--- config.mk ---
export PLATFORM = sky130hd
export DESIGN_NAME = spi_mf_port
export DESIGN_NICKNAME = d
export VERILOG_FILES = /design/src/rtl/spi_mf_pkg.sv /design/src/rtl/spi_mf_sync.sv /design/src/rtl/spi_mf_ctrl.sv /design/src/rtl/spi_mf_dpath.sv /design/src/rtl/spi_mf_port.sv
export SDC_FILE = /design/constraint.sdc
export NUM_CORES = 1
export LEC_CHECK = 0
export BUFFER_PORTS_ARGS = -buffer_cell sky130_fd_sc_hd__buf_2
export CAP_MARGIN = 10
export CORE_UTILIZATION = 37
export DETAILED_ROUTE_END_ITERATION = 7
export PLACE_DENSITY = 0.54
export SLEW_MARGIN = 0
export SYNTH_ARGS = -nofsm -noshare
export SYNTH_HDL_FRONTEND = slang
export SYNTH_HIERARCHICAL = 1
export SYNTH_SLANG_ARGS = --single-unit
--- constraint.sdc ---
create_clock -name clk -period 2.9 [get_ports clk]
set_input_delay 0.58 -clock clk [delete_from_list [all_inputs] [get_ports clk]]
set_output_delay 0.58 -clock clk [all_outputs]
set_load 0.02 [all_outputs]
--- src/rtl/spi_mf_pkg.sv ---
package spi_mf_pkg;
  localparam logic [1:0] ADDR_CTRL = 2'd0;
  localparam logic [1:0] ADDR_STAT = 2'd1;
  localparam logic [1:0] ADDR_DATA = 2'd2;
  localparam logic [1:0] ADDR_DIV  = 2'd3;

  // Strobes from the control sequencer to the shift datapath
  typedef struct packed {
    logic loadTx;
    logic mSample;
    logic mShift;
    logic mFinish;
  } spiStrobe_t;
endpackage

--- src/rtl/spi_mf_sync.sv ---
module spi_mf_sync #(
  parameter int WIDTH = 3,
  parameter int STAGES = 2,
  parameter logic [WIDTH-1:0] RST_VAL = '0
) (
  input  logic             clk,
  input  logic             rstN,
  input  logic [WIDTH-1:0] d,
  output logic [WIDTH-1:0] q
);
  logic [WIDTH-1:0] pipe [STAGES];

  always_ff @(posedge clk or negedge rstN) begin
    if (!rstN) begin
      for (int i = 0; i < STAGES; i++) pipe[i] <= RST_VAL;
    end else begin
      pipe[0] <= d;
      for (int i = 1; i < STAGES; i++) pipe[i] <= pipe[i-1];
    end
  end

  assign q = pipe[STAGES-1];
endmodule

--- src/rtl/spi_mf_ctrl.sv ---
module spi_mf_ctrl
  import spi_mf_pkg::*;
#(
  parameter int DATA_W = 8,
  parameter int DIV_W = 8
) (
  input  logic              clk,
  input  logic              rstN,
  input  logic [1:0]        regAddr,
  input  logic              regWr,
  input  logic              regRd,
  input  logic [DATA_W-1:0] regWrData,
  output logic [DATA_W-1:0] regRdData,
  input  logic [DATA_W-1:0] rxByte,
  input  logic              ssLowSync,
  input  logic              xferDone,
  output spiStrobe_t        stb,
  output logic              isMaster,
  output logic              phaseSel,
  output logic              lockOut,
  output logic              sckOut,
  output logic              sckOe,
  output logic              mosiOe,
  output logic              ssOut,
  output logic              ssOe,
  output logic              irq
);
  localparam int EDGE_TOTAL = 2 * DATA_W;
  localparam int EDGE_W = $clog2(EDGE_TOTAL + 1);

  logic masterEn, faultEn, ssOutEn, intEn;
  logic [DIV_W-1:0] divReg, halfCnt;
  logic [EDGE_W-1:0] edgeIdx, edgeNext;
  logic busy, sckReg, doneFlag, modfFlag, statusSeen, lockReg;
  logic wrCtrl, wrDataR, wrDiv, rdStat, rdDataR;
  logic faultNow, tick, lastEdge, oddEdge, startXfer;

  assign wrCtrl  = regWr && (regAddr == ADDR_CTRL);
  assign wrDataR = regWr && (regAddr == ADDR_DATA);
  assign wrDiv   = regWr && (regAddr == ADDR_DIV);
  assign rdStat  = regRd && (regAddr == ADDR_STAT);
  assign rdDataR = regRd && (regAddr == ADDR_DATA);

  assign faultNow  = masterEn && faultEn && !ssOutEn && ssLowSync;
  assign tick      = busy && masterEn && (halfCnt == divReg);
  assign edgeNext  = edgeIdx + 1'b1;
  assign oddEdge   = edgeNext[0];
  assign lastEdge  = (edgeNext == EDGE_W'(EDGE_TOTAL));
  assign startXfer = wrDataR && masterEn && !busy && !faultNow;

  always_comb begin
    stb = '0;
    stb.loadTx = wrDataR && !(masterEn && busy);
    if (tick && !faultNow) begin
      if (lastEdge) begin
        stb.mFinish = 1'b1;
      end else if (oddEdge) begin
        if (!phaseSel) stb.mSample = 1'b1;
        else if (edgeIdx != '0) stb.mShift = 1'b1;
      end else begin
        if (!phaseSel) stb.mShift = 1'b1;
        else stb.mSample = 1'b1;
      end
    end
  end

  always_ff @(posedge clk or negedge rstN) begin
    if (!rstN) begin
      masterEn <= 1'b0; faultEn <= 1'b0; ssOutEn <= 1'b0;
      phaseSel <= 1'b0; intEn <= 1'b0;
      divReg <= '0; halfCnt <= '0; edgeIdx <= '0;
      busy <= 1'b0; sckReg <= 1'b0; doneFlag <= 1'b0;
      modfFlag <= 1'b0; statusSeen <= 1'b0; lockReg <= 1'b0;
    end else begin
      if (rdStat && modfFlag) statusSeen <= 1'b1;
      if (wrCtrl) begin
        masterEn <= regWrData[0];
        faultEn  <= regWrData[1];
        ssOutEn  <= regWrData[2];
        phaseSel <= regWrData[3];
        intEn    <= regWrData[4];
        if (statusSeen && modfFlag) modfFlag <= 1'b0;
        statusSeen <= 1'b0;
        if (regWrData[0]) lockReg <= 1'b0;
      end
      if (wrDiv) divReg <= DIV_W'(regWrData);

      if (xferDone) doneFlag <= 1'b1;
      else if (rdDataR || wrDataR) doneFlag <= 1'b0;

      if (busy) begin
        if (!masterEn) begin
          busy <= 1'b0;
          sckReg <= 1'b0;
        end else if (tick) begin
          halfCnt <= '0;
          edgeIdx <= edgeNext;
          sckReg <= ~sckReg;
          if (lastEdge) busy <= 1'b0;
        end else begin
          halfCnt <= halfCnt + 1'b1;
        end
      end else if (startXfer) begin
        busy <= 1'b1;
        halfCnt <= '0;
        edgeIdx <= '0;
        sckReg <= 1'b0;
      end

      if (faultNow) begin
        masterEn <= 1'b0;
        modfFlag <= 1'b1;
        lockReg <= 1'b1;
        busy <= 1'b0;
        sckReg <= 1'b0;
      end
    end
  end

  always_comb begin
    case (regAddr)
      ADDR_CTRL: regRdData = {{(DATA_W-5){1'b0}}, intEn, phaseSel, ssOutEn, faultEn, masterEn};
      ADDR_STAT: regRdData = {{(DATA_W-2){1'b0}}, modfFlag, doneFlag};
      ADDR_DATA: regRdData = rxByte;
      default:   regRdData = DATA_W'(divReg);
    endcase
  end

  assign isMaster = masterEn;
  assign lockOut  = lockReg;
  assign sckOut   = sckReg;
  assign sckOe    = masterEn && !faultNow;
  assign mosiOe   = masterEn && !faultNow;
  assign ssOe     = masterEn && faultEn && ssOutEn;
  assign ssOut    = !busy;
  assign irq      = intEn && (doneFlag || modfFlag);

  // a detected conflict leaves the port a slave with the flag raised
  assert_fault_clears_master_R4: assert property (@(posedge clk) disable iff (!rstN)
    faultNow |=> (!masterEn && modfFlag && !sckReg));

  // the fault flag survives any cycle without a control write
  assert_modf_sticky_R5: assert property (@(posedge clk) disable iff (!rstN)
    (modfFlag && !wrCtrl) |=> modfFlag);

  // the lead-in half period keeps SCK low
  assert_lead_low_R6: assert property (@(posedge clk) disable iff (!rstN)
    (busy && edgeIdx == '0) |-> !sckReg);

  // when the flag first appears the drivers are already released
  assert_drivers_off_R3: assert property (@(posedge clk) disable iff (!rstN)
    $rose(modfFlag) |-> (!sckOe && !mosiOe));
endmodule

--- src/rtl/spi_mf_dpath.sv ---
module spi_mf_dpath
  import spi_mf_pkg::*;
#(
  parameter int DATA_W = 8,
  parameter int SYNC_STAGES = 2
) (
  input  logic              clk,
  input  logic              rstN,
  input  logic              sckIn,
  input  logic              ssIn,
  input  logic              mosiIn,
  input  logic              misoIn,
  input  logic [DATA_W-1:0] wrData,
  input  spiStrobe_t        stb,
  input  logic              isMaster,
  input  logic              phaseSel,
  input  logic              lockOut,
  output logic [DATA_W-1:0] rxByte,
  output logic              xferDone,
  output logic              ssLowSync,
  output logic              mosiOut,
  output logic              misoOut,
  output logic              misoOe
);
  localparam int CNT_W = $clog2(DATA_W + 1);
  localparam int MSB = DATA_W - 1;

  logic sckS, ssS, mosiS, sckPrev, rise, fall, slaveSel;
  logic sampBit, firstEdge;
  logic [CNT_W-1:0] bitCnt;
  logic [DATA_W-1:0] shiftReg, txHold, finByte, slvByte;

  spi_mf_sync #(.WIDTH(3), .STAGES(SYNC_STAGES), .RST_VAL(3'b010)) uSync (
    .clk(clk), .rstN(rstN),
    .d({sckIn, ssIn, mosiIn}),
    .q({sckS, ssS, mosiS})
  );

  assign rise      = sckS && !sckPrev;
  assign fall      = !sckS && sckPrev;
  assign slaveSel  = !isMaster && !ssS;
  assign ssLowSync = !ssS;
  assign finByte   = {shiftReg[MSB-1:0], (phaseSel ? misoIn : sampBit)};
  assign slvByte   = {shiftReg[MSB-1:0], mosiS};

  always_ff @(posedge clk or negedge rstN) begin
    if (!rstN) begin
      sckPrev <= 1'b0; sampBit <= 1'b0; firstEdge <= 1'b1;
      bitCnt <= '0; shiftReg <= '0; txHold <= '0; rxByte <= '0;
      xferDone <= 1'b0;
    end else begin
      xferDone <= 1'b0;
      sckPrev <= sckS;
      if (stb.loadTx) txHold <= wrData;
      if (isMaster) begin
        bitCnt <= '0;
        firstEdge <= 1'b1;
        if (stb.loadTx) shiftReg <= wrData;
        if (stb.mSample) sampBit <= misoIn;
        if (stb.mShift) shiftReg <= {shiftReg[MSB-1:0], sampBit};
        if (stb.mFinish) begin
          shiftReg <= finByte;
          rxByte <= finByte;
          xferDone <= 1'b1;
        end
      end else if (!slaveSel) begin
        shiftReg <= stb.loadTx ? wrData : txHold;
        bitCnt <= '0;
        firstEdge <= 1'b1;
      end else if (!phaseSel) begin
        if (rise) begin
          sampBit <= mosiS;
          if (bitCnt == CNT_W'(DATA_W-1)) begin
            shiftReg <= slvByte;
            rxByte <= slvByte;
            xferDone <= 1'b1;
            bitCnt <= '0;
          end else begin
            bitCnt <= bitCnt + 1'b1;
          end
        end else if (fall && bitCnt != '0) begin
          shiftReg <= {shiftReg[MSB-1:0], sampBit};
        end
      end else begin
        if (rise) begin
          firstEdge <= 1'b0;
          if (!firstEdge) shiftReg <= {shiftReg[MSB-1:0], sampBit};
        end else if (fall) begin
          sampBit <= mosiS;
          if (bitCnt == CNT_W'(DATA_W-1)) begin
            shiftReg <= slvByte;
            rxByte <= slvByte;
            xferDone <= 1'b1;
            bitCnt <= '0;
            firstEdge <= 1'b1;
          end else begin
            bitCnt <= bitCnt + 1'b1;
          end
        end
      end
    end
  end

  assign mosiOut = shiftReg[MSB];
  assign misoOut = shiftReg[MSB];
  assign misoOe  = slaveSel && !lockOut;

  // a deselected slave holds no partial count and reports nothing
  assert_deselect_idle_R8: assert property (@(posedge clk) disable iff (!rstN)
    (!isMaster && ssS) |=> (bitCnt == '0 && !xferDone));

  // the sample counter never passes the byte length
  assert_count_bound_R10: assert property (@(posedge clk) disable iff (!rstN)
    bitCnt < CNT_W'(DATA_W));

  // completion is a single-cycle pulse
  assert_done_pulse_R10: assert property (@(posedge clk) disable iff (!rstN)
    xferDone |=> !xferDone);
endmodule

--- src/rtl/spi_mf_port.sv ---
module spi_mf_port
  import spi_mf_pkg::*;
#(
  parameter int DATA_W = 8,
  parameter int DIV_W = 8,
  parameter int SYNC_STAGES = 2
) (
  input  logic              clk,
  input  logic              rstN,
  input  logic [1:0]        regAddr,
  input  logic              regWr,
  input  logic              regRd,
  input  logic [DATA_W-1:0] regWrData,
  output logic [DATA_W-1:0] regRdData,
  input  logic              sckIn,
  output logic              sckOut,
  output logic              sckOe,
  input  logic              mosiIn,
  output logic              mosiOut,
  output logic              mosiOe,
  input  logic              misoIn,
  output logic              misoOut,
  output logic              misoOe,
  input  logic              ssIn,
  output logic              ssOut,
  output logic              ssOe,
  output logic              irq
);
  spiStrobe_t stb;
  logic isMaster, phaseSel, lockOut, ssLowSync, xferDone;
  logic [DATA_W-1:0] rxByte;

  spi_mf_ctrl #(.DATA_W(DATA_W), .DIV_W(DIV_W)) uCtrl (
    .clk(clk), .rstN(rstN),
    .regAddr(regAddr), .regWr(regWr), .regRd(regRd),
    .regWrData(regWrData), .regRdData(regRdData),
    .rxByte(rxByte), .ssLowSync(ssLowSync), .xferDone(xferDone),
    .stb(stb), .isMaster(isMaster), .phaseSel(phaseSel), .lockOut(lockOut),
    .sckOut(sckOut), .sckOe(sckOe), .mosiOe(mosiOe),
    .ssOut(ssOut), .ssOe(ssOe), .irq(irq)
  );

  spi_mf_dpath #(.DATA_W(DATA_W), .SYNC_STAGES(SYNC_STAGES)) uDpath (
    .clk(clk), .rstN(rstN),
    .sckIn(sckIn), .ssIn(ssIn), .mosiIn(mosiIn), .misoIn(misoIn),
    .wrData(regWrData), .stb(stb),
    .isMaster(isMaster), .phaseSel(phaseSel), .lockOut(lockOut),
    .rxByte(rxByte), .xferDone(xferDone), .ssLowSync(ssLowSync),
    .mosiOut(mosiOut), .misoOut(misoOut), .misoOe(misoOe)
  );
endmodule

==> results.sh <==
export IMPL_viasPerCell=5.36
export IMPL_critical_path_class="flop to flop"
export IMPL_cts_resized_gates=0
export IMPL_yosysTopAreaCellShare_pct=43.1
export IMPL_die_w_um=105
export IMPL_crit_arrival_ns=3.02
export IMPL_worstPathRequired_ns=3.18
export IMPL_core_sq_um=10300
export IMPL_grt_max_degree=71
export IMPL_grt_total_usage_pct=18.1
export IMPL_min_period_ns=2.74
export IMPL_dieHeight_um=105
export IMPL_grt_pass1_wl_mm=15.4
export IMPL_synth_area_leaders="dfrtp_1 43%, mux2_2 6.1%, mux2i_1 3.1%"
export IMPL_clkTransAtPathRegs_ns=0.08
export IMPL_synth_most_common_cell="dfrtp_1"
export IMPL_path_max_fanout=7
export IMPL_diodes=0
export IMPL_multi_input_area_sq_um=1930
export IMPL_wl_mm=9.13
export IMPL_clk_latency_ns=0.36
export IMPL_postCtsSetupBuffers=0
export IMPL_rsz0062_at_grt="no"
export IMPL_gp_congestion=0.764
export IMPL_synthCells=376
export IMPL_detailedPlace_worstSlack_ns=0.182
export IMPL_drive_gt1_share_pct=23.9
export IMPL_regArea_sq_um=1760
export IMPL_setup_viol=0
export IMPL_synthToLayoutAreaGrowth_pct=13.6
export IMPL_fin_cells=554
export IMPL_period_share_pct=94.5
export IMPL_synth_area_leader_cell="dfrtp_1"
export IMPL_slowest_delay_ns=0.59
export IMPL_cts_hold_buf=0
export IMPL_max_freq_mhz=365
export IMPL_synth_common_cells="67 x dfrtp_1, 30 x nand2_1, 29 x nor2_1, 21 x mux2_2, 19 x inv_1"
export IMPL_synth_compound_area_share_pct=14.6
export IMPL_placed_cells=538
export IMPL_dieArea_sq_um=10900
export IMPL_rows=37
export IMPL_io_pins=35
export IMPL_worstPathCellList="inv_1, ha_1, or4b_2, nand3_1, a21oi_1, buf_4, nor4b_1, a21oi_1, a31oi_4, o2bb2ai_1"
export IMPL_cap_violations=0
export IMPL_clockBufferDepth=2
export IMPL_syn_area_sq_um=3890
export IMPL_synth_simple_gate_area_share_pct=17.7
export IMPL_cts_root_buf="clkbuf_8"
export IMPL_port_buffers=34
export IMPL_wl_per_cell_um=16.5
export IMPL_synth_top_family_by_area="simple AND/OR/NAND/NOR gates"
export IMPL_synth_enable_flop_cells=0
export IMPL_finClkSkew_ns=0.00764
export IMPL_avgSynthCellArea_sq_um=10.4
export IMPL_hold_path_startpoint="ssIn"
export IMPL_ys_seq_elements=70
export IMPL_hold_depth=1
export IMPL_crit_start="uCtrl/edgeIdx[1]$_DFFE_PN0P_"
export IMPL_vias=2968
export IMPL_ys_seq_area_share_pct=45.1
export IMPL_reg2reg_depth=10
export IMPL_grt_ovfl_total=0
export IMPL_start_util_pct=37.9
export IMPL_p_leak_nw=1.97
export IMPL_fin_nets=438
export IMPL_cts_htree_levels=3
export IMPL_violations="design-rule violations"
export IMPL_slew_violations=0
export IMPL_ys_warn_count=6
export IMPL_holdCritPathClass="input pin to flop"
export IMPL_async_flop_share_pct=100
export IMPL_fillers=1014
export IMPL_r2r_start="uCtrl/edgeIdx[1]$_DFFE_PN0P_"
export IMPL_timing_setup_tns_ns=0
export IMPL_initialDrtViolationCount=85
export IMPL_synth_mux_area_share_pct=12.6
export IMPL_tightestPinTransition_ns=0.898
export IMPL_fin_util_pct=43.0
export IMPL_synth_fa_ha_area_share_pct=2.25
export IMPL_relSlewSlack_pct=40.1
export IMPL_cts_tree="yes"
export IMPL_drc=2
export IMPL_crit_path_end_kind="flop"
export IMPL_crit_slowest_cell="or4b_2"
export IMPL_synthFlopType="dfrtp_1"
export IMPL_place_hpwl_mm=6.54
export IMPL_peakVddDrop_uv=376
export IMPL_status="finished with violations"
export IMPL_hold_viol=0
export IMPL_synthDistinctLibCells=62
export IMPL_numClockSinks=70
export IMPL_firstDrtPassIters=6
export IMPL_drtAntennaViolNets=0
export IMPL_synth_nets=401
export IMPL_antenna_found_initial=0
export IMPL_powerDensity_nw_per_um2=700
export IMPL_crit_top_cell="a21oi_1"
export IMPL_worst_slack_ns=0.161
export IMPL_cp_start_kind="flop"
export IMPL_grt_pass1_vias=3063
export IMPL_numCtsBuffers=9
export IMPL_yosys_area_share_xor_xnor_pct=2.47
## kinds of logic (layout without fill, tap and decap cells)
group,Yosys count,after routing
AOI/OAI and AO/OA,78,78
xor gates and xnor gates,11,11
adders and majority gates,7,7
buffers and inverters,41,83
DFF,70,70
muxes,43,43
and+or+nand+nor,126,126
## per-layer routing
| layer | up-vias | GRT usage, % | share of wire [%] |
|---|---|---|---|
| li1 | 1428 | - | - |
| met4 | 0 | 6.74 | 1.9 |
| met5 | - | 0 | 0 |
| met2 | 55 | 30.3 | 47 |
| met3 | 14 | 3.87 | 3.3 |
| met1 | 1471 | 23.0 | 48 |
## cell usage in the layout (no fill, tap or decap), types with 7 or more instances in the layout
master      n
a211oi_1    8
a21oi_1    12
a32o_1      7
buf_2      33
buf_4      15
clkbuf_8    9
dfrtp_1    67
ha_1        7
inv_1      19
mux2_1      8
mux2_2     21
mux2i_1    12
nand2_1    30
nand3_1    16
nor2_1     29
o21ai_0    14
o2bb2ai_1   8
xor2_1     10
## area by class of cell
cell class	instances	area share, %
repair buffers	48	6.28
clock buffers	11	2.97
well taps	136	3.85
inverters	19	1.61
flip-flops and latches	70	39.7
clock inverters	5	1.90
multi-input cells	265	43.7
## critical path, delay by kind of cell, from the launching register on
kind / cells / cell delay, ns
and+or+nand+nor: 3 / 1.20
adders and majority gates: 1 / 0.13
buffers and inverters: 2 / 0.23
AOI/OAI and AO/OA: 4 / 0.70
DFF: 1 / 0.42
## worst paths after layout
| path | end | slack [ns] |
|---|---|---|
| setup reg to reg | uDpath/shiftReg[5]$_DFFE_PN0P_ | 0.16 |
| max in group asynchronous | uDpath/shiftReg[0]$_DFFE_PN0P_ | 1.98 |
| min in group asynchronous | uCtrl/intEn$_DFFE_PN0P_ | 0.35 |
| hold reg to reg | uDpath/uSync/q[0]$_DFF_PN0_ | 0.36 |
| hold / removal | uDpath/uSync/pipe[4]$_DFF_PN1_ | 0.32 |
| setup / recovery | uDpath/shiftReg[5]$_DFFE_PN0P_ | 0.16 |
## registers in the layout (all words and copies together) (netlist names), 3 cells and up
register,flops
uCtrl/divReg,8
uCtrl/halfCnt,8
uDpath/rxByte,8
uDpath/shiftReg,8
uDpath/txHold,8
uCtrl/edgeIdx,5
uDpath/bitCnt,4
uDpath/uSync/pipe,3
uDpath/uSync/q,3
## metrics by stage
step,total power [W],instance area (sq um),hold WS [ns]
3_3_place_gp,0.00223,4210,0.340
6_report,0.00310,4420,0.315
3_5_place_dp,0.00224,4210,0.338
4_1_cts,0.00313,4420,0.300
5_1_grt,0.00329,4420,0.301
2_1_floorplan,0.00200,3890,0.284
## power breakdown
group	total [W]	internal [W]	leakage (nW)	switching [W]
registers	0.00142	0.00118	0.883	0.000240
clock network	0.000877	0.000486	0.0998	0.000390
logic	0.000802	0.000354	0.986	0.000448
Note: power is estimated with default switching activity, not from simulation.
